[config.mk]
export PLATFORM = sky130hd
export DESIGN_NAME = mdio_frame_ctrl
export DESIGN_NICKNAME = d
export VERILOG_FILES = /design/src/rtl/mdio_pkg.sv /design/src/rtl/mdio_clkdiv.sv /design/src/rtl/mdio_seq.sv /design/src/rtl/mdio_frame_ctrl.sv
export SDC_FILE = /design/constraint.sdc
export NUM_CORES = 1
export LEC_CHECK = 0
export BUFFER_PORTS_ARGS = -buffer_cell sky130_fd_sc_hd__buf_2
export CAP_MARGIN = 15
export CELL_PAD_IN_SITES_DETAIL_PLACEMENT = 1
export CELL_PAD_IN_SITES_GLOBAL_PLACEMENT = 1
export CORE_MARGIN = 4
export CORE_UTILIZATION = 42
export CTS_BUF_LIST = sky130_fd_sc_hd__clkbuf_4 sky130_fd_sc_hd__clkbuf_8
export DETAILED_ROUTE_END_ITERATION = 10
export PLACE_DENSITY = 0.9
export SYNTH_ARGS = -nofsm -noshare
export SYNTH_HDL_FRONTEND = slang
export SYNTH_SLANG_ARGS = --single-unit
[constraint.sdc]
create_clock -name clk -period 3.6 [get_ports clk]
set_input_delay 0.54 -clock clk [delete_from_list [all_inputs] [get_ports clk]]
set_output_delay 0.54 -clock clk [all_outputs]
set_load 0.02 [all_outputs]
[src/rtl/mdio_pkg.sv]
package mdio_pkg;
  localparam int CMD_W     = 32;
  localparam int RDATA_W   = 16;
  localparam int TA_BIT    = 17;
  localparam int DONE_BIT  = 23;
  localparam logic [1:0] OP_READ = 2'b10;

  function automatic logic word_is_read(input logic [CMD_W-1:0] w);
    return w[29:28] == OP_READ;
  endfunction
endpackage

[src/rtl/mdio_clkdiv.sv]
module mdio_clkdiv #(
  parameter int DIV_W = 8
) (
  input  logic             clk,
  input  logic             rst,
  input  logic             run,
  input  logic [DIV_W-1:0] half,
  output logic             tick
);
  logic [DIV_W-1:0] cnt_q;

  assign tick = run && (cnt_q == half - DIV_W'(1));

  always_ff @(posedge clk) begin
    if (rst || !run)
      cnt_q <= '0;
    else if (tick)
      cnt_q <= '0;
    else
      cnt_q <= cnt_q + DIV_W'(1);
  end

  a_r3_count_bound: assert property (@(posedge clk) disable iff (rst)
    run |-> (cnt_q < half));
endmodule

[src/rtl/mdio_seq.sv]
module mdio_seq
  import mdio_pkg::*;
#(
  parameter int PRE_LEN = 32
) (
  input  logic               clk,
  input  logic               rst,
  input  logic               start,
  input  logic [CMD_W-1:0]   cmd,
  input  logic               tick,
  input  logic               mdio_i,
  output logic               mdc,
  output logic               mdio_o,
  output logic               mdio_oe,
  output logic               active,
  output logic               finish,
  output logic [RDATA_W-1:0] rd_bits
);
  localparam int FRAME = PRE_LEN + CMD_W;
  localparam int IDX_W = $clog2(FRAME + 1);
  localparam logic [IDX_W-1:0] LAST    = IDX_W'(FRAME - 1);
  localparam logic [IDX_W-1:0] REL_IDX = IDX_W'(PRE_LEN + CMD_W - 1 - TA_BIT);
  localparam logic [IDX_W-1:0] SMP_IDX = IDX_W'(FRAME - RDATA_W);

  logic [IDX_W-1:0]   idx_q;
  logic [CMD_W-1:0]   cmd_q;
  logic               rd_q;
  logic               mdc_q, o_q, oe_q, act_q;
  logic [RDATA_W-1:0] sh_q;

  function automatic logic bit_val(input logic [CMD_W-1:0] w, input logic [IDX_W-1:0] i);
    logic [IDX_W-1:0] off;
    off = LAST - i;
    if (i < IDX_W'(PRE_LEN)) return 1'b1;
    return w[off[$clog2(CMD_W)-1:0]];
  endfunction

  assign finish = act_q && tick && mdc_q && (idx_q == LAST);

  always_ff @(posedge clk) begin
    if (rst) begin
      idx_q <= '0; cmd_q <= '0; rd_q <= 1'b0; sh_q <= '0;
      mdc_q <= 1'b0; o_q <= 1'b0; oe_q <= 1'b0; act_q <= 1'b0;
    end else if (start && !act_q) begin
      act_q <= 1'b1;
      idx_q <= '0;
      cmd_q <= cmd;
      rd_q  <= word_is_read(cmd);
      mdc_q <= 1'b0;
      o_q   <= bit_val(cmd, '0);
      oe_q  <= 1'b1;
      sh_q  <= '0;
    end else if (act_q && tick) begin
      if (!mdc_q) begin
        mdc_q <= 1'b1;
        if (rd_q && idx_q >= SMP_IDX)
          sh_q <= {sh_q[RDATA_W-2:0], mdio_i};
      end else begin
        mdc_q <= 1'b0;
        if (idx_q == LAST) begin
          act_q <= 1'b0;
          idx_q <= '0;
          o_q   <= 1'b0;
          oe_q  <= 1'b0;
        end else begin
          idx_q <= idx_q + IDX_W'(1);
          o_q   <= bit_val(cmd_q, idx_q + IDX_W'(1));
          oe_q  <= !(rd_q && (idx_q + IDX_W'(1)) >= REL_IDX);
        end
      end
    end
  end

  assign mdc     = mdc_q;
  assign mdio_o  = o_q;
  assign mdio_oe = oe_q;
  assign active  = act_q;
  assign rd_bits = sh_q;

  a_r1_idle_quiet: assert property (@(posedge clk) disable iff (rst)
    !act_q |-> (!mdc_q && !oe_q));
  a_r3_mdc_on_tick_only: assert property (@(posedge clk) disable iff (rst)
    (act_q && !tick) |=> $stable(mdc_q));
  a_r4_released_in_data: assert property (@(posedge clk) disable iff (rst)
    (act_q && rd_q && idx_q >= SMP_IDX) |-> !oe_q);
endmodule

[src/rtl/mdio_frame_ctrl.sv]
module mdio_frame_ctrl
  import mdio_pkg::*;
#(
  parameter int DIV_W   = 8,
  parameter int PRE_LEN = 32
) (
  input  logic             clk,
  input  logic             rst,
  input  logic             cmd_wr,
  input  logic [31:0]      cmd_word,
  input  logic             spd_wr,
  input  logic [DIV_W-1:0] spd_val,
  input  logic             evt_wr,
  input  logic [31:0]      evt_word,
  output logic [31:0]      data_reg,
  output logic             done_evt,
  output logic             busy,
  output logic             mdc,
  output logic             mdio_o,
  output logic             mdio_oe,
  input  logic             mdio_i
);
  localparam logic [31:0] DONE_MASK = 32'd1 << DONE_BIT;

  logic [DIV_W-1:0]   spd_q, half_q;
  logic [CMD_W-1:0]   data_q;
  logic               evt_q;
  logic               active, finish, tick, accept, clr_hit;
  logic [RDATA_W-1:0] rd_bits;

  assign accept  = cmd_wr && !active && (spd_q != '0);
  assign clr_hit = evt_wr && ((evt_word & DONE_MASK) != '0);

  mdio_clkdiv #(.DIV_W(DIV_W)) u_div (
    .clk(clk), .rst(rst), .run(active), .half(half_q), .tick(tick)
  );

  mdio_seq #(.PRE_LEN(PRE_LEN)) u_seq (
    .clk(clk), .rst(rst), .start(accept), .cmd(cmd_word), .tick(tick),
    .mdio_i(mdio_i), .mdc(mdc), .mdio_o(mdio_o), .mdio_oe(mdio_oe),
    .active(active), .finish(finish), .rd_bits(rd_bits)
  );

  always_ff @(posedge clk) begin
    if (rst) begin
      spd_q  <= '0;
      half_q <= '0;
      data_q <= '0;
      evt_q  <= 1'b0;
    end else begin
      if (spd_wr) spd_q <= spd_val;
      if (accept) begin
        data_q <= cmd_word;
        half_q <= spd_q;
      end else if (finish && word_is_read(data_q)) begin
        data_q[RDATA_W-1:0] <= rd_bits;
      end
      if (finish)       evt_q <= 1'b1;
      else if (clr_hit) evt_q <= 1'b0;
    end
  end

  assign data_reg = data_q;
  assign done_evt = evt_q;
  assign busy     = active;

  a_r5_done_at_end: assert property (@(posedge clk) disable iff (rst)
    $fell(active) |-> evt_q);
  a_r8_zero_speed_blocks: assert property (@(posedge clk) disable iff (rst)
    (cmd_wr && !active && spd_q == '0) |=> !active);
  a_r7_upper_held: assert property (@(posedge clk) disable iff (rst)
    active |=> $stable(data_q[31:16]));
endmodule

==> results.py <==
metrics = {
    "setup_path": {
        "worstReg2RegStart": "half_q[0]",
        "crit_family": "simple AND/OR/NAND/NOR gates",
        "path_buf_inv": 1,
        "worstPathRequired_ns": 3.96,
        "slowest_delay_ns": 0.79,
        "start_kind": "flip-flop",
        "ff2ff_setup_slack_ns": 0.65,
        "cpMostUsedCell": "or4_1",
        "worstSetupPathType": "reg -> reg",
        "crit_start": "half_q[0]",
        "end_kind": "flip-flop",
        "worstPathCellList": "inv_1 > ha_1 > xnor2_1 > a211oi_1 > o21ai_1 > or4_1 > or4_1 > a31oi_1",
        "crit_slowest_cell": "or4_1",
        "worstPathArrival_ns": 3.32,
        "crit_fanout": 13,
    },
    "synth": {
        "ys_types": 53,
        "synth-seq-cells": 117,
        "synth_edf_count": 0,
        "synth_top_family_by_area": "simple AND/OR/NAND/NOR gates",
        "synth_top_cells_by_count": "117 x dfxtp_1, 107 x nand2_1, 85 x a21oi_1, 38 x clkbuf_1",
        "synth_most_common_cell": "dfxtp_1",
        "synth.area.mux_share_pct": 5.78,
        "synthSimpleGateAreaFrac_pct": 21.8,
        "synth_xor_area_share_pct": 3.01,
        "synth_top_cell_area_share_pct": 44.7,
        "syn_area_per_cell_um2": 8.59,
        "synth.area.top_cells": "dfxtp_1 45%, a21oi_1 8.1%, nand2_1 7.7%",
        "yosys_warnings": 0,
        "synth_compound_area_share_pct": 18.7,
        "ys_seq_area_share_pct": 44.7,
        "synthArstFlopShare_pct": 0,
        "synthesis.area_um2": 5240,
        "netlist_instances": 610,
        "synthAdderAreaFrac_pct": 0.955,
        "synth_flop_cell": "dfxtp_1",
        "syn_nets": 692,
        "post-synth-top-area-cell": "dfxtp_1",
    },
    "power_and_ir_drop": {
        "combPwrFrac_pct": 14.7,
        "pwr-share-seq_pct": 45.4,
        "power.total_uw": 3160,
        "irDropWorstVdd_uv": 268,
        "p_leak_uw": 0.00226,
        "intPower_uw": 2250,
        "p_per_area_nw_per_um2": 511,
        "switchingPower_uw": 906,
        "power_frac_clock_pct": 39.9,
        "swShare_pct": 28.7,
    },
    "timing": {
        "rsz0062_at_grt": "false",
        "finalCritPeriodShare_pct": 82.1,
        "tightest_slew_ns": 0.914,
        "finClkSkew_ns": 0.00770,
        "fmax_ghz": 0.338,
        "finalHoldViolCount": 0,
        "maxSlewViolCount": 0,
        "report.final.setup_viol": 0,
        "hold-worst-slack_ns": 0.341,
        "setup_tns_ns": 0,
        "maxSlewHeadroom_pct": 39.0,
        "setup_slack_ns": 0.646,
        "post-route-min-period_ns": 2.95,
    },
    "clock_tree": {
        "post-cts-setup-buffers": 0,
        "ctsResizeCount": 0,
        "clockBufferDepth": 2,
        "numCtsBuffers": 17,
        "clk_latency_ns": 0.44,
        "cts_tree": "yes",
        "htreeDepth": 4,
        "cts_hold_buf": 0,
        "clockRootBuffer": "clkbuf_8",
        "clk_pin_slew_worst_paths_ns": 0.07,
        "cts.sinks": 117,
    },
    "drt": {
        "vias_per_cell": 5.96,
        "post-route-drc-count": 0,
        "vias": 5062,
        "postRouteAntennaNets": 0,
        "drtIter0Drc": 354,
        "wire_per_inst_um": 19.8,
        "wl_mm": 16.8,
        "dr.pass1.iters": 5,
    },
    "grt": {
        "grt_pass1_vias": 5479,
        "grt_use_total_pct": 23.5,
        "grt_max_degree": 54,
        "grt_pass1_wl_mm": 27.1,
        "gr-total-overflow": 0,
        "antenna_found_initial": 0,
    },
    "placement": {
        "dp_hpwl_mm": 10.9,
        "place.gp.congestion": 0.867,
        "io_buffers": 83,
        "dpl_cell_area_um2": 5750,
        "place_ws_ns": 0.696,
    },
    "finish": {
        "fill_cells": 1483,
        "multiInputGateArea_um2": 2660,
        "fin_nets": 752,
        "seq_area_um2": 2340,
        "stdcell_area_um2": 6180,
        "layout-drive-gt1-share_pct": 21.6,
        "n_antenna_cell": 0,
        "synthToLayoutAreaGrowth_pct": 17.9,
    },
    "floorplanning": {
        "die_w_um": 120,
        "dieArea_um2": 14300,
        "ioPinCount": 115,
        "die_y_um": 120,
        "start_util_pct": 43.3,
        "row_count": 40,
        "core_area_um2": 12100,
    },
    "hold_path": {
        "hp-class": "in -> reg",
        "hp-start": "spd_val[3]",
    },
    "run_status": {
        "status": "finished, final reports clean",
    },
    "run": {
        "drv_cap": 0,
    },
}
through the flow:
step	std cells	utilization, %
after floorplan	610	-
after CTS	849	50.8
after global routing	850	51.0
after global placement	818	47.4
after detailed placement	818	47.4
final	850	51.0
path summary, 6_finish.rpt:
path | endpoint | cells past startpoint
setup / recovery | u_seq.mdio_o | 8
hold / removal | spd_q[3] | 3
hold reg to reg | data_reg[26] | 2
setup reg to reg | u_seq.mdio_o | 8
cells by family (layout without fill, tap and decap cells):
group / count (synthesis) / count (layout)
muxes: 19 / 19
and+or+nand+nor: 231 / 231
adders and majority gates: 4 / 4
xor gates and xnor gates: 18 / 18
DFF: 117 / 117
buffers and inverters: 63 / 135
AOI/OAI and AO/OA: 158 / 158
cell usage in the layout, fill, tap and decap left out, types with 9 or more instances in the layout:
| master | n |
|---|---|
| dfxtp_1 | 117 |
| nand2_1 | 107 |
| a21oi_1 | 85 |
| buf_2 | 83 |
| o31ai_1 | 34 |
| nand4_1 | 34 |
| nor2_1 | 30 |
| clkbuf_8 | 19 |
| a311oi_1 | 17 |
| nor3_1 | 14 |
| buf_4 | 12 |
| xnor2_1 | 10 |
| mux2i_1 | 10 |
| nand3_1 | 9 |
| mux4_2 | 9 |
power groups by stage:
stage	sequential (uW)	combinational (uW)	clock [uW]
after floorplan	1490	260	0
after global placement	1450	425	0
after detailed placement	1460	448	0
after CTS	1430	456	1270
after global routing	1440	506	1350
final	1430	466	1260
tightest hold or removal path: cells and delay by family:
kind / cells / cell delay (ns)
buffers and inverters: 1 / 0.08
muxes: 1 / 0.06
and+or+nand+nor: 1 / 0.08
layer usage:
layer,vias to the layer above,GRT usage (%),part of all wire (%)
li1,2343,-,-
met2,171,40.1,50
met1,2495,27.4,41
met5,-,0,0
met4,0,11.0,2.9
met3,53,6.41,6.0
layout make-up:
cell class / count / share of cell area, %
Multi-Input combinational cell: 430 / 43.0
Sequential cell: 117 / 37.9
Timing Repair Buffer: 96 / 8.63
Clock buffer: 21 / 4.47
Tap cell: 168 / 3.40
Clock inverter: 10 / 2.11
Inverter: 8 / 0.486
(Power assumes the default switching activity.)
